## config.mk

```make
export PLATFORM = sky130hd
export DESIGN_NAME = irq_vector_ctrl
export DESIGN_NICKNAME = d
export VERILOG_FILES = /design/src/rtl/irq_vector_ctrl.sv
export SDC_FILE = /design/constraint.sdc
export NUM_CORES = 1
export LEC_CHECK = 0
export BUFFER_PORTS_ARGS = -buffer_cell sky130_fd_sc_hd__clkbuf_2
export CORE_MARGIN = 10
export CORE_UTILIZATION = 49
export DETAILED_ROUTE_END_ITERATION = 8
export HOLD_SLACK_MARGIN = 0.03
export PLACE_DENSITY = 0.8
export SLEW_MARGIN = 5
export SYNTH_ARGS = -nofsm -noshare
export SYNTH_HDL_FRONTEND = slang
export SYNTH_SLANG_ARGS = --single-unit
```

## constraint.sdc

```tcl
create_clock -name clk -period 2.4 [get_ports clk]
set_input_delay 0.48 -clock clk [delete_from_list [all_inputs] [get_ports clk]]
set_output_delay 0.48 -clock clk [all_outputs]
set_load 0.01 [all_outputs]
```

## src/rtl/irq_vector_ctrl.sv

```systemverilog
module irq_vector_ctrl #(
  parameter int NUM_SRC    = 6,
  parameter int VEC_W      = 13,
  parameter int VEC_BASE   = 2,
  parameter int VEC_STRIDE = 2
) (
  input  logic               clk,
  input  logic               rst_n,
  input  logic [NUM_SRC-1:0] req_i,
  input  logic               mask_wr_i,
  input  logic [NUM_SRC-2:0] mask_wdata_i,
  input  logic               clr_wr_i,
  input  logic [NUM_SRC-1:0] clr_bits_i,
  input  logic               ei_wr_i,
  input  logic               ei_wdata_i,
  input  logic               rti_i,
  input  logic               ack_i,
  output logic               irq_pending_o,
  output logic [VEC_W-1:0]   vector_o,
  output logic               sf_force_o,
  output logic [NUM_SRC-1:0] latch_o,
  output logic               enable_o
);
  localparam int IDX_W = (NUM_SRC > 1) ? $clog2(NUM_SRC) : 1;

  logic [NUM_SRC-1:0] latch_q;
  logic [NUM_SRC-2:0] mask_q;
  logic               en_q;
  logic               pend_q;
  logic [VEC_W-1:0]   vec_q;
  logic [IDX_W-1:0]   win_q;

  logic [NUM_SRC-1:0] elig;
  logic               cand_v;
  logic [IDX_W-1:0]   cand_idx;
  logic               take;
  logic [NUM_SRC-1:0] clr_vec;
  logic [NUM_SRC-1:0] ack_vec;

  assign take    = ack_i & pend_q;
  assign clr_vec = clr_wr_i ? clr_bits_i : '0;
  assign ack_vec = take ? (NUM_SRC'(1) << win_q) : '0;
  assign elig    = latch_q & {mask_q, 1'b1} & {NUM_SRC{en_q}};

  always_comb begin
    cand_v   = 1'b0;
    cand_idx = '0;
    for (int i = NUM_SRC - 1; i >= 0; i--) begin
      if (elig[i]) begin
        cand_v   = 1'b1;
        cand_idx = IDX_W'(i);
      end
    end
  end

  always_ff @(posedge clk or negedge rst_n) begin
    if (!rst_n) begin
      latch_q <= '0;
      mask_q  <= '0;
      en_q    <= 1'b0;
    end else begin
      latch_q <= (latch_q & ~clr_vec & ~ack_vec) | req_i;
      if (mask_wr_i) mask_q <= mask_wdata_i;
      if (take)         en_q <= 1'b0;
      else if (rti_i)   en_q <= 1'b1;
      else if (ei_wr_i) en_q <= ei_wdata_i;
    end
  end

  always_ff @(posedge clk or negedge rst_n) begin
    if (!rst_n) begin
      pend_q <= 1'b0;
      vec_q  <= '0;
      win_q  <= '0;
    end else if (take) begin
      pend_q <= 1'b0;
      vec_q  <= '0;
    end else if (!pend_q) begin
      pend_q <= cand_v;
      win_q  <= cand_idx;
      vec_q  <= cand_v ? VEC_W'(VEC_BASE + int'(cand_idx) * VEC_STRIDE) : '0;
    end
  end

  assign irq_pending_o = pend_q;
  assign vector_o      = vec_q;
  assign sf_force_o    = take;
  assign latch_o       = latch_q;
  assign enable_o      = en_q;
endmodule

```

---- Yosys cells after proc, flatten, opt, wreduce, memory -nomap -nowiden ----
Index checks and enable logic that the tools add are counted.
operators by class
  add/sub/neg operators ................... 1
  equality and inequality tests ........... 1
  shift-type cells ........................ 1
  multiplexer cells ....................... 22
  bitwise logic cells ..................... 10
  reduce and logical (&&, ||, !) cells .... 2
operators by type and width
  cell                                                               count
  13-bit 2-to-1 mux                                                  2
  6-bit AND                                                          4
  3-bit 2-to-1 mux                                                   6
  6-bit 2-to-1 mux                                                   2
  6-bit inverter                                                     2
  1-bit 2-to-1 mux                                                   11
  6-bit bitwise OR                                                   1
  1-bit by 3-bit << shifter with 6-bit output, first input constant  1
  2-bit by 4-bit adder with 5-bit output, first input constant       1
  5-bit 2-to-1 mux                                                   1
  3-bit nonzero test                                                 1
  2-bit by 1-bit != test with 1-bit output, second input constant    1
  1-bit inverter                                                     2
  2-bit AND reduction                                                1
  1-bit AND                                                          1
word-level totals
  register bits after elaboration ......... 29
  bits of input ports ..................... 25
  output and inout bits ................... 22
  logic and storage cells ................. 43

---- Logic depth before layout (Yosys ltp) ----
Gate-level depths: netlist (run 1).
  word-level depth ........................ 12
  depth in mapped cells ................... 6
  gate-level depth less buffers ........... 6

---- Least setup slack after synthesis (run 1) ----
Ideal clock, no wire load.
  path kind ............................... reg2reg
  start point ............................. register latch_q[3], in the netlist latch_o[3]
  end point ............................... register vec_q[2], in the netlist vector_o[2]
  arrival ................................. 1.378 ns
  required time ........................... 2.271 ns
  slack ................................... 0.893 ns
  cell stages (with the launch flop) ...... 7
  buffers on the path ..................... 0
  period minus slack after synthesis ...... 1.507 ns
  cell sequence ........................... dfrtp_1 a22o_1 a31oi_1 nor3_1 ha_1 o311ai_0 nand2_1
between the ends
  longest elaborated chain between the ends .. 10
  elaborated cells on any way between the ends .. 14
  classes of those cells .................. add/sub (1); mux (11); bitwise (2)
RTL lines
  item                                    line  source
  start: declaration                      26    logic [NUM_SRC-1:0] latch_q;
  start signal: assignment                62    latch_q <= (latch_q & ~clr_vec & ~ack_vec) | req_i;
  6-bit AND (2 in series)                 43    assign elig = latch_q & {mask_q, 1'b1} & {NUM_SRC{en_q}};
  3-bit 2-to-1 mux (4 in series)          49    if (elig[i]) begin
  named net cand_idx[0]                   35    logic [IDX_W-1:0] cand_idx;
  2-bit by 4-bit adder with 5-bit output  81    vec_q <= cand_v ? VEC_W'(VEC_BASE + int'(cand_idx) * VEC_STRIDE) : '0;
  5-bit 2-to-1 mux                        81
  13-bit 2-to-1 mux                       78    end else if (!pend_q) begin
  13-bit 2-to-1 mux                       75    end else if (take) begin
  end signal: assignment                  81
  end: declaration                        30    logic [VEC_W-1:0] vec_q;
The timed path passes the listed nets, and every way through them passes these cells. The select of a mux whose other input is x is not followed.
A chain may end at the register's enable or synchronous reset.

---- Worst setup path in the final report (run 1) ----
  start point ............................. register pend_q, in the netlist irq_pending_o
  end point ............................... output port sf_force_o
between the ends
  longest elaborated chain between the ends .. 1
RTL lines
  item                      line  source
  start: declaration        29    logic pend_q;
  start signal: assignment  79    pend_q <= cand_v;
  1-bit AND                 40    assign take = ack_i & pend_q;
  end: declaration          20    output logic sf_force_o,
No other way between the ends.

==> results of run 1 <==
## stage by stage
stage               total power, mW  hold slack [ns]  utilization, %  setup WS (ns)  instances
finish                         1.02            0.115            63.8          0.723        163
detailed placement            0.743            0.462            61.1          0.760        159
global placement              0.734            0.463            61.1          0.850        159
floorplan                     0.656            0.184               -          0.893        105
global route                   1.08            0.136            63.8          0.637        163
CTS                            1.03            0.119            63.8          0.720        163
## cell usage after synthesis (all sizes together) (2+ instances only)
cell and number:
nor2b 3, buf 10, mux2 6, a21oi 3
a22o 2, a31oi 2, o211ai 2, nand2 19
a31o 7, or4b 2, dfrtp 20
## critical path, stage by stage, from the launching register on
cell	delay, ns
dfrtp_1	0.57
nand2_4	0.11
inv_1	0.08
clkbuf_2	0.13
## placed cells by master (no fill, tap or decap), types with 2 or more instances in the layout
cell	count
nor2b_1	3
or4b_1	2
nand2_1	18
dfrtp_1	20
a22o_1	2
o211ai_1	2
conb_1	9
clkbuf_2	37
a31o_2	5
a31o_1	2
clkbuf_4	3
a31oi_1	2
a21oi_1	3
mux2_2	6
## how the worst min path moves through the flow
stage	start	to	slack, ns
after global routing	rst_n	vector_o[2]	0.14
after global placement	rst_n	vector_o[4]	0.46
after detailed placement	rst_n	vector_o[2]	0.46
after floorplan	rst_n	enable_o	0.18
final	rst_n	vector_o[4]	0.12
after CTS	rst_n	vector_o[2]	0.12
## cell families (layout without fill, tap and decap cells)
logic type | after synthesis | count (layout) | share of synthesized area, %
AO/OA/AOI/OAI | 24 | 24 | 17.7
buffers and inverters | 11 | 42 | 7.93
AND/OR/NAND/NOR | 34 | 34 | 18.3
flip-flops | 20 | 20 | 48.1
adder cells (fa/ha/maj) | 1 | 1 | 1.20
other | 1 | 9 | 0.360
multiplexers | 6 | 6 | 6.49
## routing by layer
metal	vias to the layer above	global-route usage [%]
met5	-	0
met4	0	3.14
met1	446	13.1
met2	33	22.8
met3	4	3.90
li1	420	-
## cell type report
type / count / area [sq um] / area share [%]
inverters: 1 / 3.75 / 0.297
clock inverters: 1 / 30.0 / 2.38
clock buffers: 3 / 22.5 / 1.78
repair buffers: 37 / 185 / 14.7
flip-flops and latches: 20 / 500 / 39.6
well taps: 27 / 33.8 / 2.67
multi-input cells: 74 / 488 / 38.6
## sequential cells by signal, indices dropped and copies added (netlist names)
name and cells:
irq_pending_o 1, latch_o 6, win_q 3, enable_o 1, mask_q 5, vector_o 4
## power by group through the flow
stage	Combinational, mW	Clock (mW)	Sequential (mW)
finish	0.272	0.278	0.471
global route	0.307	0.294	0.483
CTS	0.274	0.283	0.469
detailed placement	0.269	0	0.473
global placement	0.263	0	0.471
floorplan	0.196	0	0.460
==> results.yml, run 1 <==
outcome:
  outcome: "finished, final reports clean"
synthesis:
  netlist_instances: 97
  synth.avg_cell_area_sq_um: 10.7
  yosysTopAreaCellShare_pct: 48.1
  async_flop_share_pct: 100
  synth_top_area_cell: "dfrtp_1"
  synth-edff-count: 0
  yosysSeqAreaShare_pct: 48.1
  synth_ff_type: "dfrtp_1"
  yosysWarnings: 0
  synth.distinct_cells: 35
  ys_ff_latch: 20
  synth_area_leaders: "dfrtp_1 48%, buf_4 6.5%, nand2_1 6.5%, mux2_2 6.5%, a31o_2 4.2%"
  synth_area_sq_um: 1040
clocking:
  postCtsSetupBuffers: 0
  clk_latency_ns: 0.30
  root_buffer: "clkbuf_4"
  cts_hold_buf: 0
  cts_buffers: 3
  post_cts_resized: 0
  htree_levels: 1
  cts_tree: "yes"
  cts.clk_slew.worst_paths_ns: 0.12
  clk_path_buf_depth: 2
  clock-sinks: 20
timing:
  finalCritPeriodShare_pct: 69.9
  post-route-min-period_ns: 1.68
  slew_viol_final: 0
  setup_viol: 0
  finalSetupTns_ns: 0
  fin_worst_skew_ns: 0.00316
  final_hold_viol_count: 0
  rsz0062_at_grt: "no"
  fmax_mhz: 596
route:
  finalWirelength_um: 2650
  antenna_left: 0
  viasPerCell: 5.54
  met1_length_um: 990
  wl_met3_um: 211
  drt-pass1-iter-count: 5
  top_layer: "met4"
  wl_per_cell_um: 16.3
  drc: 0
  vias: 903
  wl_met2_um: 1430
  first_iter_violations: 26
power:
  leakage_nw: 0.622
  internal-power_mw: 0.687
  power_density_nw_per_um2: 808
  clkPwrFrac_pct: 27.2
  ir_drop_mv: 0.453
  pwr-share-seq_pct: 46.2
  switching_share_pct: 32.7
  power.switching_mw: 0.334
  pwr-share-comb_pct: 26.6
critical_path:
  timing.rr.start: "latch_o[1]"
  crit_arrival_ns: 1.20
  end_kind: "output pin"
  startpoint: "irq_pending_o"
  crit_fanout: 9
  crit_type: "register to output pin"
  critPathLaunchType: "register"
  r2r_cells: 6
  endpoint: "sf_force_o"
  timing.rr.end: "vector_o[2]"
  reg2reg_slack_ns: 0.74
  required_ns: 1.92
placement:
  port_buffers: 37
  placed_area_sq_um: 1210
  gp_congestion: 0.832
  place_hpwl_um: 2110
min_path:
  hp-class: "primary input to async pin"
die:
  rows: 16
  core_sq_um: 1980
  io_pins: 47
  die_x_um: 66.1
  fp.dieH_um: 66.1
  die_area_sq_um: 4370
  start_util_pct: 52.5
final_layout:
  syn_to_final_growth_pct: 21.4
  fill_cells: 183
  final_nets: 163
  fin_area_sq_um: 1260
  drive_above_1_share_pct: 39.7
  n_antenna_cell: 0
global_routing:
  grt_max_degree: 21
  overflow: 0
  antenna_found_initial: 0
  grt_pass1_vias: 1003
  grt_pass1_wl_um: 4400
  grtUsageTotal_pct: 12.4
job:
  maxCapViolCount: 0
(Power assumes the default switching activity.)
==> run 2: changes to the inputs <==
Settings changed: CORE_UTILIZATION 49 to 46, PLACE_DENSITY 0.8 to 0.75.
Clock period 2.4 ns to 1.6 ns, I/O delays scaled along.
==> run 2 against run 1 <==
- routed wire length up 2.1%
- register-to-register slack worse by 0.69 ns
- clock-buffer cell count unchanged
- flip-flop and latch count unchanged
- cell count up 4.3%
- sequential power up 43%
- global-route usage down 0.29 points
- utilization down 3.5 points
- via count up 0.55%
- largest cell class unchanged
- sequential share of layout area down 1.6 points
- clock power up 48%
- largest power group unchanged
==> results.yml, run 2 (same netlist as run 1, synthesis figures left out) <==
final_layout:
  post-route-util_pct: 60.3
  largest_reg_flops: 6
  fin_area_sq_um: 1320
  drive_above_1_share_pct: 43.0
  final_nets: 169
  multi_input_area_sq_um: 494
  fill_cells: 199
  syn_to_final_growth_pct: 26.8
  n_antenna_cell: 0
  ff_latch_area_sq_um: 502
  final_common_cell: "clkbuf_2"
  final_cell_mix: "37 x clkbuf_2, 19 x dfrtp_1, 18 x nand2_1"
die:
  core_sq_um: 2190
  die_x_um: 67.6
  start_util_pct: 47.5
  rows: 17
  fp.dieH_um: 67.6
  io_pins: 47
  die_area_sq_um: 4570
min_path:
  hp-class: "primary input to register"
  min_from: "req_i[4]"
clocking:
  clock-sinks: 20
  clk_latency_ns: 0.30
  clk_path_buf_depth: 2
  htree_levels: 1
  cts.clk_slew.worst_paths_ns: 0.12
  cts_buffers: 3
  cts_tree: "yes"
  postCtsSetupBuffers: 0
  root_buffer: "clkbuf_4"
placement:
  placed_area_sq_um: 1250
  gp_congestion: 0.799
  port_buffers: 37
  place_hpwl_um: 2230
timing:
  finalCritPeriodShare_pct: 96.8
  fin_worst_skew_ns: 0.00299
  fmax_mhz: 645
  post-route-min-period_ns: 1.55
  hold_slack_ns: 0.200
  slew_viol_final: 0
  finalSetupTns_ns: 0
  setup_viol: 0
  final_hold_viol_count: 0
  rsz0062_at_grt: "no"
job:
  maxCapViolCount: 0
global_routing:
  grtUsageMet1_pct: 14.2
  met3_usage_pct: 4.13
  grt_pass1_wl_um: 4270
  grt_pass1_vias: 936
  busiest_layer: "met2"
  grtUsageTotal_pct: 12.1
  overflow: 0
  use_met2_pct: 20.2
  grt_max_degree: 21
  antenna_found_initial: 0
route:
  wl_per_cell_um: 15.9
  drc: 0
  drt-pass1-iter-count: 4
  first_iter_violations: 33
  antenna_left: 0
  vias: 908
  viasPerCell: 5.34
  finalWirelength_um: 2710
critical_path:
  crit_arrival_ns: 1.75
  crit_type: "register to register"
  required_ns: 1.80
  crit_fanout: 6
  critPathLaunchType: "register"
  end_kind: "register"
  startpoint: "latch_o[1]"
  timing.rr.start: "latch_o[1]"
outcome:
  outcome: "finished, final reports clean"
power:
  power_density_nw_per_um2: 1190
  ir_drop_mv: 0.708
  leakage_nw: 0.649
-- run 2: changes by cell type in the layout (fill, tap and decap cells not counted) --
| cell | delta |
|---|---|
| a31oi_1 | -1 |
| buf_4 | +5 |
| dfrtp_2 | +1 |
| dlygate4sd3_1 | +1 |
| a31oi_2 | +1 |
| dfrtp_1 | -1 |
-- run 2: critical path, cell delays in order (launching register included) --
cell,delay [ns]
dfrtp_2,0.46
a22o_1,0.24
a31oi_2,0.19
nor3_1,0.09
ha_1,0.29
o311ai_0,0.08
nand2_1,0.08
-- run 2: routing by layer --
metal / vias to the layer above / part of all wire (%)
met5: - / 0
met4: 0 / 0.63
met3: 4 / 10
met2: 39 / 49
met1: 431 / 40
li1: 434 / -
-- run 2: power by group --
part | internal (mW) | switching [mW] | total [mW]
registers | 0.588 | 0.0858 | 0.673
logic | 0.227 | 0.254 | 0.480
clock network | 0.253 | 0.159 | 0.412
-- run 2: per-stage QoR --
| step | instances | power, mW | setup slack [ns] |
|---|---|---|---|
| after floorplan | 105 | 0.983 | 0.0930 |
| after global placement | 165 | 1.15 | 0.116 |
| after detailed placement | 165 | 1.16 | 0.0395 |
| after CTS | 170 | 1.57 | 0.0157 |
| after global routing | 170 | 1.66 | 0.0112 |
| final | 170 | 1.57 | 0.0504 |
-- run 2: area by class of cell --
| class | count | share of cell area, % |
|---|---|---|
| tap | 28 | 2.65 |
| sequential | 20 | 38.0 |
| multi-input combinational | 74 | 37.4 |
| timing repair buffer | 43 | 17.6 |
| inverter | 1 | 0.284 |
| clock buffer | 3 | 1.71 |
| clock inverter | 1 | 2.27 |
-- run 2: timing repair --
action,4_1_cts,5_1_grt
gates resized for setup,0,2
hold buffers,1,0
setup endpoints to repair,0,2
endpoints found under the hold margin,20,0
-- run 2: path summary, 6_finish.rpt --
check / slack (ns) / endpoint / cells after the start
setup / recovery: 0.05 / vector_o[2] / 6
hold / removal: 0.20 / latch_o[4] / 2
setup reg to reg: 0.05 / vector_o[2] / 6
hold reg to reg: 0.49 / vector_o[2] / 2
max in group asynchronous: 0.75 / latch_o[1] / 2
min in group asynchronous: 0.49 / mask_q[1] / 2
